[config.mk]
export PLATFORM = sky130hd
export DESIGN_NAME = ext_bus_seq
export DESIGN_NICKNAME = d
export VERILOG_FILES = /design/src/rtl/ext_bus_seq_pkg.sv /design/src/rtl/ext_bus_tick_gen.sv /design/src/rtl/ext_bus_seq_ctrl.sv /design/src/rtl/ext_bus_pin_decode.sv /design/src/rtl/ext_bus_seq.sv
export SDC_FILE = /design/constraint.sdc
export NUM_CORES = 1
export LEC_CHECK = 0
export BUFFER_PORTS_ARGS = -buffer_cell sky130_fd_sc_hd__buf_2
export CAP_MARGIN = 25
export CORE_MARGIN = 2
export CORE_UTILIZATION = 40
export CTS_CLUSTER_SIZE = 14
export DETAILED_ROUTE_END_ITERATION = 7
export GPL_ROUTABILITY_DRIVEN = 0
export PLACE_DENSITY = 0.74
export RECOVER_POWER = 25
export SKIP_CTS_REPAIR_TIMING = 1
export SLEW_MARGIN = 15
export SYNTH_ARGS = -nofsm -noshare
export SYNTH_HDL_FRONTEND = slang
export SYNTH_SLANG_ARGS = --single-unit
[constraint.sdc]
create_clock -name clk -period 2.8 [get_ports clk]
set_input_delay 0.42 -clock clk [delete_from_list [all_inputs] [get_ports clk]]
set_output_delay 0.42 -clock clk [all_outputs]
set_load 0.02 [all_outputs]
[src/rtl/ext_bus_seq_pkg.sv]
package ext_bus_seq_pkg;

    localparam int ADDR_W = 16;
    localparam int DATA_W = 8;
    localparam int PH_W   = 4;

    typedef enum logic [1:0] {
        ACC_FETCH = 2'd0,
        ACC_READ  = 2'd1,
        ACC_WRITE = 2'd2,
        ACC_NOP   = 2'd3
    } acc_kind_e;

    // period indices inside an access (period 0 starts at acceptance)
    localparam logic [PH_W-1:0] PH_ALE_LAST   = 4'd1;
    localparam logic [PH_W-1:0] PH_ADR_FIRST  = 4'd1;
    localparam logic [PH_W-1:0] PH_ADR_LAST   = 4'd2;
    localparam logic [PH_W-1:0] PH_PSEN_FIRST = 4'd3;
    localparam logic [PH_W-1:0] PH_PSEN_LAST  = 4'd5;
    localparam logic [PH_W-1:0] PH_WD_FIRST   = 4'd4;
    localparam logic [PH_W-1:0] PH_WD_LAST    = 4'd11;
    localparam logic [PH_W-1:0] PH_STB_FIRST  = 4'd5;
    localparam logic [PH_W-1:0] PH_STB_LAST   = 4'd10;
    localparam logic [PH_W-1:0] PH_FETCH_CAP  = 4'd5;
    localparam logic [PH_W-1:0] PH_READ_CAP   = 4'd10;
    localparam logic [PH_W-1:0] PH_FETCH_LAST = 4'd5;
    localparam logic [PH_W-1:0] PH_DATA_LAST  = 4'd11;

    typedef struct packed {
        acc_kind_e           kind;
        logic                ext;
        logic [ADDR_W-1:0]   addr;
        logic [DATA_W-1:0]   hi;
        logic [DATA_W-1:0]   wdata;
    } acc_t;

    typedef struct packed {
        logic                ale;
        logic                psen_n;
        logic                rd_n;
        logic                wr_n;
        logic                oe;
        logic [DATA_W-1:0]   ad;
    } pins_t;

    function automatic logic [PH_W-1:0] last_phase(acc_kind_e k);
        return (k == ACC_FETCH) ? PH_FETCH_LAST : PH_DATA_LAST;
    endfunction

    function automatic logic captures_at(acc_kind_e k, logic [PH_W-1:0] ph);
        return ((k == ACC_FETCH) && (ph == PH_FETCH_CAP)) ||
               ((k == ACC_READ)  && (ph == PH_READ_CAP));
    endfunction

    function automatic logic in_span(logic [PH_W-1:0] ph,
                                     logic [PH_W-1:0] lo,
                                     logic [PH_W-1:0] hi);
        return (ph >= lo) && (ph <= hi);
    endfunction

    function automatic logic goes_external(acc_kind_e k, logic ea,
                                           logic [ADDR_W-1:0] a,
                                           logic [ADDR_W:0] lim);
        return (k != ACC_FETCH) || !ea || ({1'b0, a} >= lim);
    endfunction

endpackage

[src/rtl/ext_bus_tick_gen.sv]
module ext_bus_tick_gen #(
    parameter int OSC_DIV = 2
) (
    input  logic clk,
    input  logic rst,
    output logic tick_o
);
    localparam int CW = (OSC_DIV > 1) ? $clog2(OSC_DIV) : 1;
    localparam logic [CW-1:0] CNT_MAX = CW'(OSC_DIV - 1);

    logic [CW-1:0] cnt_q;

    always_ff @(posedge clk) begin
        if (rst) begin
            cnt_q <= '0;
        end else if (cnt_q == CNT_MAX) begin
            cnt_q <= '0;
        end else begin
            cnt_q <= cnt_q + 1'b1;
        end
    end

    assign tick_o = (cnt_q == CNT_MAX);

    AST_TICK_PERIODIC: assert property (@(posedge clk) disable iff (rst)
        (tick_o && (OSC_DIV > 1)) |=> !tick_o) else $error("tick repeated");
endmodule

[src/rtl/ext_bus_seq_ctrl.sv]
module ext_bus_seq_ctrl
    import ext_bus_seq_pkg::*;
#(
    parameter int INT_ROM_BYTES = 4096
) (
    input  logic                clk,
    input  logic                rst,
    input  logic                tick_i,
    input  logic                ea_i,
    input  logic                req_valid_i,
    input  logic [1:0]          req_kind_i,
    input  logic [ADDR_W-1:0]   req_addr_i,
    input  logic [DATA_W-1:0]   req_wdata_i,
    input  logic                req_short_i,
    input  logic [DATA_W-1:0]   p2_latch_i,
    input  logic [DATA_W-1:0]   ad_i,
    input  logic [DATA_W-1:0]   rom_data_i,
    output logic                busy_o,
    output logic [PH_W-1:0]     phase_o,
    output acc_t                acc_o,
    output logic                done_o,
    output logic [DATA_W-1:0]   rdata_o
);
    localparam logic [ADDR_W:0] ROM_LIM = INT_ROM_BYTES[ADDR_W:0];

    logic              busy_q;
    logic [PH_W-1:0]   phase_q;
    acc_t              acc_q;
    acc_t              acc_new;
    logic              done_q;
    logic [DATA_W-1:0] rdata_q;

    always_comb begin
        acc_new.kind  = acc_kind_e'(req_kind_i);
        acc_new.ext   = goes_external(acc_kind_e'(req_kind_i), ea_i, req_addr_i, ROM_LIM);
        acc_new.addr  = req_addr_i;
        acc_new.hi    = ((acc_kind_e'(req_kind_i) != ACC_FETCH) && req_short_i)
                        ? p2_latch_i : req_addr_i[ADDR_W-1:ADDR_W-DATA_W];
        acc_new.wdata = req_wdata_i;
    end

    always_ff @(posedge clk) begin
        if (rst) begin
            busy_q  <= 1'b0;
            phase_q <= '0;
            acc_q   <= '0;
            done_q  <= 1'b0;
            rdata_q <= '0;
        end else begin
            done_q <= 1'b0;
            if (tick_i) begin
                if (busy_q) begin
                    if (captures_at(acc_q.kind, phase_q)) begin
                        rdata_q <= acc_q.ext ? ad_i : rom_data_i;
                    end
                    if (phase_q == last_phase(acc_q.kind)) begin
                        busy_q  <= 1'b0;
                        phase_q <= '0;
                        done_q  <= 1'b1;
                    end else begin
                        phase_q <= phase_q + 4'd1;
                    end
                end else if (req_valid_i) begin
                    busy_q  <= 1'b1;
                    phase_q <= '0;
                    acc_q   <= acc_new;
                end
            end
        end
    end

    assign busy_o  = busy_q;
    assign phase_o = phase_q;
    assign acc_o   = acc_q;
    assign done_o  = done_q;
    assign rdata_o = rdata_q;

    AST_PHASE_HOLD: assert property (@(posedge clk) disable iff (rst)
        (busy_q && !tick_i) |=> $stable(phase_q)) else $error("phase moved off tick");
    AST_DONE_SINGLE: assert property (@(posedge clk) disable iff (rst)
        done_q |=> !done_q) else $error("done longer than one clock");
    AST_HI_HELD: assert property (@(posedge clk) disable iff (rst)
        (busy_q && $past(busy_q)) |-> $stable(acc_q.hi)) else $error("high byte changed");
    AST_DONE_ENDS_BUSY: assert property (@(posedge clk) disable iff (rst)
        done_q |-> !busy_q) else $error("done while busy");
endmodule

[src/rtl/ext_bus_pin_decode.sv]
module ext_bus_pin_decode
    import ext_bus_seq_pkg::*;
(
    input  logic            clk,
    input  logic            rst,
    input  logic            busy_i,
    input  logic [PH_W-1:0] phase_i,
    input  acc_t            acc_i,
    output pins_t           pins_o
);
    always_comb begin
        pins_o.ale    = 1'b0;
        pins_o.psen_n = 1'b1;
        pins_o.rd_n   = 1'b1;
        pins_o.wr_n   = 1'b1;
        pins_o.oe     = 1'b0;
        pins_o.ad     = '0;
        if (busy_i && acc_i.ext) begin
            pins_o.ale = (phase_i <= PH_ALE_LAST);
            if (in_span(phase_i, PH_ADR_FIRST, PH_ADR_LAST)) begin
                pins_o.oe = 1'b1;
                pins_o.ad = acc_i.addr[DATA_W-1:0];
            end
            unique case (acc_i.kind)
                ACC_FETCH: begin
                    pins_o.psen_n = !in_span(phase_i, PH_PSEN_FIRST, PH_PSEN_LAST);
                end
                ACC_READ: begin
                    pins_o.rd_n = !in_span(phase_i, PH_STB_FIRST, PH_STB_LAST);
                end
                ACC_WRITE: begin
                    pins_o.wr_n = !in_span(phase_i, PH_STB_FIRST, PH_STB_LAST);
                    if (in_span(phase_i, PH_WD_FIRST, PH_WD_LAST)) begin
                        pins_o.oe = 1'b1;
                        pins_o.ad = acc_i.wdata;
                    end
                end
                default: begin
                end
            endcase
        end
    end

    AST_STROBE_EXCL: assert property (@(posedge clk) disable iff (rst)
        $countones({~pins_o.psen_n, ~pins_o.rd_n, ~pins_o.wr_n}) <= 1) else $error("strobes overlap");
    AST_ALE_ALONE: assert property (@(posedge clk) disable iff (rst)
        pins_o.ale |-> (pins_o.psen_n && pins_o.rd_n && pins_o.wr_n)) else $error("ale with strobe");
    AST_FLOAT_ON_READ: assert property (@(posedge clk) disable iff (rst)
        (!pins_o.rd_n || !pins_o.psen_n) |-> !pins_o.oe) else $error("bus driven while returning");
    AST_WDATA_STABLE: assert property (@(posedge clk) disable iff (rst)
        (!pins_o.wr_n && $past(!pins_o.wr_n)) |-> $stable(pins_o.ad)) else $error("write data moved");
    AST_PSEN_DATA: assert property (@(posedge clk) disable iff (rst)
        (busy_i && (acc_i.kind != ACC_FETCH)) |-> pins_o.psen_n) else $error("psen on data cycle");
    AST_INT_QUIET: assert property (@(posedge clk) disable iff (rst)
        (busy_i && !acc_i.ext) |-> (!pins_o.ale && pins_o.psen_n && !pins_o.oe)) else $error("internal fetch on bus");
endmodule

[src/rtl/ext_bus_seq.sv]
module ext_bus_seq
    import ext_bus_seq_pkg::*;
#(
    parameter int OSC_DIV       = 2,
    parameter int INT_ROM_BYTES = 4096
) (
    input  logic        clk,
    input  logic        rst,
    input  logic        ea_i,
    input  logic        req_valid_i,
    output logic        req_ready_o,
    input  logic [1:0]  req_kind_i,
    input  logic [15:0] req_addr_i,
    input  logic [7:0]  req_wdata_i,
    input  logic        req_short_i,
    input  logic [7:0]  p2_latch_i,
    output logic [7:0]  rdata_o,
    output logic        done_o,
    output logic        osc_tick_o,
    output logic [15:0] rom_addr_o,
    input  logic [7:0]  rom_data_i,
    output logic        ale_o,
    output logic        psen_n_o,
    output logic        rd_n_o,
    output logic        wr_n_o,
    output logic [7:0]  ad_o,
    output logic        ad_oe_o,
    input  logic [7:0]  ad_i,
    output logic [7:0]  addr_hi_o
);
    logic            tick;
    logic            busy;
    logic [PH_W-1:0] phase;
    acc_t            acc;
    pins_t           pins;

    ext_bus_tick_gen #(.OSC_DIV(OSC_DIV)) tick_i (
        .clk    (clk),
        .rst    (rst),
        .tick_o (tick)
    );

    ext_bus_seq_ctrl #(.INT_ROM_BYTES(INT_ROM_BYTES)) ctrl_i (
        .clk         (clk),
        .rst         (rst),
        .tick_i      (tick),
        .ea_i        (ea_i),
        .req_valid_i (req_valid_i),
        .req_kind_i  (req_kind_i),
        .req_addr_i  (req_addr_i),
        .req_wdata_i (req_wdata_i),
        .req_short_i (req_short_i),
        .p2_latch_i  (p2_latch_i),
        .ad_i        (ad_i),
        .rom_data_i  (rom_data_i),
        .busy_o      (busy),
        .phase_o     (phase),
        .acc_o       (acc),
        .done_o      (done_o),
        .rdata_o     (rdata_o)
    );

    ext_bus_pin_decode dec_i (
        .clk     (clk),
        .rst     (rst),
        .busy_i  (busy),
        .phase_i (phase),
        .acc_i   (acc),
        .pins_o  (pins)
    );

    assign req_ready_o = !busy;
    assign osc_tick_o  = tick;
    assign rom_addr_o  = acc.addr;
    assign addr_hi_o   = acc.hi;
    assign ale_o       = pins.ale;
    assign psen_n_o    = pins.psen_n;
    assign rd_n_o      = pins.rd_n;
    assign wr_n_o      = pins.wr_n;
    assign ad_o        = pins.ad;
    assign ad_oe_o     = pins.oe;

    AST_IDLE_FLOAT: assert property (@(posedge clk) disable iff (rst)
        req_ready_o |-> (!ad_oe_o && !ale_o && psen_n_o && rd_n_o && wr_n_o)) else $error("bus active while idle");
    AST_STROBE_ON_TICK: assert property (@(posedge clk) disable iff (rst)
        (!$past(tick) && (OSC_DIV > 1)) |-> ($stable(ale_o) && $stable(rd_n_o) && $stable(wr_n_o) && $stable(psen_n_o))) else $error("strobe moved off period edge");
endmodule

Word-level counts from Yosys, hierarchy flattened
Index checks and enable logic that the tools add are counted.
{ "classes": {"magnitude_cmp": 10, "n_reduce_logical": 23, "addsub": 2, "n_bitwise": 2, "mux": 16, "eq_ne": 5} }
{ "ops": {"columns": ["op", "count"], "rows": [
  ["$mux W9", 2],
  ["$ge A16 B13 Y1 const B", 1],
  ["$mux W4", 4],
  ["$mux W8", 2],
  ["$mux W13", 1],
  ["$mux W10", 1],
  ["$ge A4 B3 Y1 const B", 2],
  ["$le A4 B4 Y1 const B", 2],
  ["$logic_and A1 B1 Y1", 8],
  ["$mux W1", 6],
  ["$reduce_and A3 Y1", 2],
  ["$add A4 B1 Y4 const B", 1],
  ["$eq A4 B3 Y1 const B", 1],
  ["$eq A4 B4 Y1", 1],
  ["$eq A4 B4 Y1 const B", 1],
  ["$ge A4 B1 Y1 const B", 1],
  ["$ge A4 B2 Y1 const B", 1],
  ["$le A4 B1 Y1 const B", 1],
  ["$le A4 B2 Y1 const B", 1],
  ["$le A4 B3 Y1 const B", 1],
  ["$logic_not A1 Y1", 4],
  ["$reduce_bool A2 Y1", 2],
  ["$logic_or A1 B1 Y1", 3],
  ["$reduce_or A3 Y1", 1],
  ["other kinds (7)", 8]
]} }
{ "word_totals": {"wordCells": 68, "out_inout_bits": 48, "regBits": 50, "in_bits": 55} }

Logic depth before layout (Yosys ltp)
{ "logic_depth": {"ltp_word": 6, "depth_mapped": 7, "ltp_nobuf": 6} }

Cells and area by module
A second synthesis with hierarchy kept.
{ "hier_totals": {"hier_cells": 285, "hier_area_um2": 2383.5} }
{ "modules_own_cells": {"columns": ["mod", "area_per_inst_um2", "seq_area_each_um2", "cells_per_inst", "n_inst"], "rows": [
  ["ext_bus_seq_ctrl", 2030.7, 980.9, 233, 1],
  ["ext_bus_pin_decode", 325.3, 0.0, 49, 1],
  ["ext_bus_tick_gen", 23.8, 20.0, 2, 1],
  ["ext_bus_seq", 3.8, 0.0, 1, 1]
]} }

Worst setup path before layout
OpenSTA, ideal clock, no wires.
{ "synth_timing": {"path_kind": "register to output", "from": "reg ctrl_i.phase_q[0], in the netlist ctrl_i.phase_o[0]", "to": "out ad_o[0]", "setup_slack_ps": 475, "required_ps": 2380, "path_stages_with_launch": 8, "n_path_buf": 1, "arrival_ps": 1905, "path_cell_list": "dfxtp_1 clkbuf_1 inv_1 ha_1 nor2b_1 a2111oi_4 a22oi_1 nor2_1"} }
{ "synth_via": {"elab_chain_len": 6, "elab_cells_between_ends": 10, "cone_classes": "4 x order compare; 4 x mux; 2 x reduce/logical"} }
{ "synth_lines": {"columns": ["element", "line_no", "rtl"], "rows": [
  ["from (decl)", "ext_bus_seq_ctrl.sv:27", "logic [PH_W-1:0] phase_q;"],
  ["from (signal assigned)", "ext_bus_seq_ctrl.sv:61", "phase_q <= phase_q + 4'd1;"],
  ["$ge A4 B1 Y1 or $le A4 B2 Y1 (tied branches)", "ext_bus_seq_pkg.sv:58", "return (ph >= lo) && (ph <= hi);"],
  ["$logic_and A1 B1 Y1", "ext_bus_seq_pkg.sv:58", null],
  ["$mux W9", "ext_bus_pin_decode.sv:20", "if (in_span(phase_i, PH_ADR_FIRST, PH_ADR_LAST)) begin"],
  ["$mux W9", "ext_bus_pin_decode.sv:33", "if (in_span(phase_i, PH_WD_FIRST, PH_WD_LAST)) begin"],
  ["$mux W10 (*)", "ext_bus_pin_decode.sv:24", "unique case (acc_i.kind)"],
  ["$mux W13 (*)", "ext_bus_pin_decode.sv:18", "if (busy_i && acc_i.ext) begin"],
  ["to (decl)", "ext_bus_seq.sv:26", "output logic [7:0] ad_o,"]
]} }
Mark *: on every way between the ends. The rest lies on a longest branch, timed or not.

Final worst setup path
{ "layout_timing": {"from": "reg ctrl_i.phase_q[0], in the netlist ctrl_i.phase_o[0]", "to": "out ad_o[6]"} }
The elaborated chain is that of the path after synthesis.

==> impl_metrics.csv <==
group,metric,value,unit
routing,routed_wl,6000,um
critical_path,reg2reg_slack,1.03,ns
die,start_util,40.7,%
critical_path,end_kind,"output pin",
min_path,hold_class,"in2reg",
final_layout,final_nets,431,
min_path,holdCritStartpoint,"req_addr_i[1]",
power,clkPwrFrac,35.7,%
final_layout,seq_area,0.00100,mm^2
synth,netlist_area,0.00254,mm^2
cts,htree_levels,2,
sta,hold_viol,0,
synth,synth-compound-area-share,20.4,%
synth,synth_warnings,0,
sta,finalCriticalPeriod,2.55,ns
placement,place_inst,440,
sta,skew,0.00473,ns
final_layout,multi_input_area,0.00123,mm^2
critical_path,critPathSlowestCell,"dfxtp_1",
synth,synth_top_family_by_area,"compound AO/OA/AOI/OAI gates",
synth,ys_async_sr_fraction,0,%
final_layout,drive_gt1_share,26.5,%
synth,synth_area_leaders,"dfxtp_1 39%, nand2_1 8.7%, a21oi_1 7.3%",
global_route,grt_first_pass_wirelength,10000,um
die,placementRows,29,
power,p_leak,1.16,nW
power,vdd_drop_max,0.000262,V
sta,tightest_slew,2.21,ns
global_route,antenna_found_initial,0,
routing,drt-wirelength-per-cell,13.3,um
synth,syn_inst,303,
sta,whs,0.340,ns
sta,rsz0062_at_grt,"no",
cts,cts_tree,"built",
cts,cts.sinks,50,
routing,vias_per_cell,5.16,
die,die_h,83.7,um
synth,synth_xor_area_share,0.345,%
placement,place_ws,0.372,ns
critical_path,worstRegToRegCells,4,
synth,ys_top_cells_by_count,"59 x nand2_1, 50 x dfxtp_1, 37 x a21oi_1, 24 x buf_4, 24 x nor2_1",
cts,clk_pin_slew,0.10,ns
power,seqPwrFrac,51.2,%
die,die_area,0.00700,mm^2
synth,synth_area_per_cell,8.38,um^2
synth,synth_fa_ha_area_share,1.97,%
die,chipWidth,83.7,um
critical_path,r2r-start,"ctrl_i.phase_o[2]$_SDFFE_PP0P_",
synth,synthMuxAreaShare,6.31,%
sta,tns,0,ns
critical_path,path_cells,"inv_1 -> ha_1 -> nor2b_1 -> a2111oi_4 -> buf_4 -> a22oi_1 -> nor2_1 -> buf_2",
routing,drc,0,
power,combPwrFrac,13.1,%
synth,yosysSeqAreaShare,39.4,%
global_route,overflow,0,
global_route,first_global_vias,2202,
power,p_sw_share,26.8,%
sta,maxSlewHeadroom,-47.4,%
synth,ys_seq_elements,50,
min_path,hold_path_end,"ctrl_i.acc_o[17]$_SDFFE_PP0P_",
global_route,grt_max_degree,51,
routing,num_vias,2320,
critical_path,rr_endpoint,"ctrl_i.rdata_o[7]$_SDFFE_PP0P_",
critical_path,worst-setup-path-type,"reg2out",
synth,ys.flop_type,"dfxtp_1",
placement,port_buffers,102,
final_layout,num-fill-cells,654,
run_status,outcome,"finished with violations",
synth,yosys.area.top_type,"dfxtp_1",
cts,cts_root_buffer,"clkbuf_8",
sta,timing.final.crit_share,91.2,%
final_layout,num_antenna_cells,0,
cts,clock_path_buffers,2,
placement,dp_hpwl,4240,um
critical_path,max_stage_delay,0.54,ns
final_layout,instances_no_fill,450,
synth,synth.distinct_cells,41,
routing,ant_nets,0,
run_status,violations,"max-capacitance violations, max-slew violations",
critical_path,cp-start-kind,"flip-flop",
die,io-pin-count,103,
global_route,track_usage,17.1,%
job,drv_cap,1,
min_path,hold_depth,3,
critical_path,cp.arrival,2.13,ns
sta,slew_viol_final,51,
cts,insertion_delay,0.31,ns
routing,drt_iter0_markers,85,
cts,numCtsBuffers,5,
power,p_sw,0.000397,W
sta,finalSetupViolations,0,
critical_path,cp_num_buf_inv,3,
power,internal-power,0.00108,W
synth,synth_simple_gate_area_share,19.1,%
critical_path,crit_required,2.38,ns
synth,yosysTopAreaCellShare,39.4,%
power,p_per_area,498,mW/mm^2
synth,post-synth-top-count-cell,"nand2_1",
critical_path,path_max_fanout,10,
final_layout,synthToLayoutAreaGrowth,17.0,%
die,coreArea,0.00624,mm^2
synth,synth_edf_count,0,
synth,syn-num-nets,362,
critical_path,path_delay_family,"flip-flops",
routing,drtPass1Iterations,4,
power,power,0.00148,W
sta,fmax,392,MHz
sta,fin_ws,0.248,ns
-- logic make-up (layout without fill, tap and decap cells) --
kind of cell	count (synthesis)	count (layout)
xor gates and xnor gates	1	1
AOI/OAI and AO/OA	76	76
adders and majority gates	4	4
DFF	50	50
muxes	16	16
buffers and inverters	50	120
and+or+nand+nor	106	106
-- state kept, by name (all words and copies together) (netlist names) --
signal and flops:
ctrl_i.acc_o 35, ctrl_i.busy_o 1, ctrl_i.done_o 1, ctrl_i.phase_o 4, ctrl_i.rdata_o 8, tick_i.tick_o 1
-- routing by layer --
metal	share of wire (%)	global-route usage, %
met5	0	0
met2	48	30.0
met1	44	20.3
met3	6.5	4.55
met4	1.6	5.57
-- area by class of cell --
type	count	share of cell area [%]
Tap cell	77	3.24
Clock inverter	3	1.47
Multi-Input combinational cell	203	41.2
Inverter	5	0.631
Sequential cell	50	33.7
Timing Repair Buffer	107	17.4
Clock buffer	5	2.31
-- placed cells by master (no fill, tap or decap), types with 2 or more instances in the layout --
master,synthesis,layout
nand3b_1,3,3
a21oi_2,2,2
buf_4,24,5
a311oi_1,9,9
a21oi_1,37,37
a22oi_1,9,9
nand2_1,59,59
nand3_1,2,2
clkbuf_1,13,24
inv_1,5,5
clkbuf_8,1,5
ha_1,4,4
nor3b_1,2,2
o21ai_0,3,3
buf_2,2,78
nor2b_1,3,3
nor3_1,3,3
a211oi_1,9,9
and2_1,2,2
nor4_1,2,2
mux2i_1,16,16
nor2_1,24,24
dfxtp_1,50,50
-- worst register-to-register path: cells and delay by family (launching register included) --
kind,cells,cell delay (ns)
flops,1,0.63
simple gates,1,0.36
compound gates,3,0.66
-- how the worst max path moves through the flow --
stage	start	endpoint	slack, ns	depth (start not counted)
floorplan	ctrl_i.phase_o[0]$_SDFFE_PP0P_	ad_o[0]	0.47	7
finish	ctrl_i.phase_o[0]$_SDFFE_PP0P_	ad_o[6]	0.25	8
global route	ctrl_i.phase_o[0]$_SDFFE_PP0P_	ad_o[6]	0.04	8
CTS	ctrl_i.phase_o[0]$_SDFFE_PP0P_	ad_o[5]	-0.01	7
detailed placement	ctrl_i.phase_o[0]$_SDFFE_PP0P_	ad_o[6]	0.37	7
global placement	ctrl_i.phase_o[0]$_SDFFE_PP0P_	ad_o[0]	0.45	7
-- power by group through the flow --
stage	registers (W)	logic, W	clock network [W]
floorplan	0.000768	0.000144	0
global placement	0.000773	0.000192	0
detailed placement	0.000774	0.000195	0
CTS	0.000758	0.000196	0.000532
global route	0.000763	0.000215	0.000564
finish	0.000759	0.000194	0.000529
-- metrics by stage --
stage | instance area (um^2) | utilization [%]
after global routing | 2970 | 47.6
after detailed placement | 2880 | 46.1
after CTS | 2990 | 47.9
final | 2970 | 47.6
after global placement | 2880 | 46.1
after floorplan | 2540 | -
(Power assumes the default switching activity.)
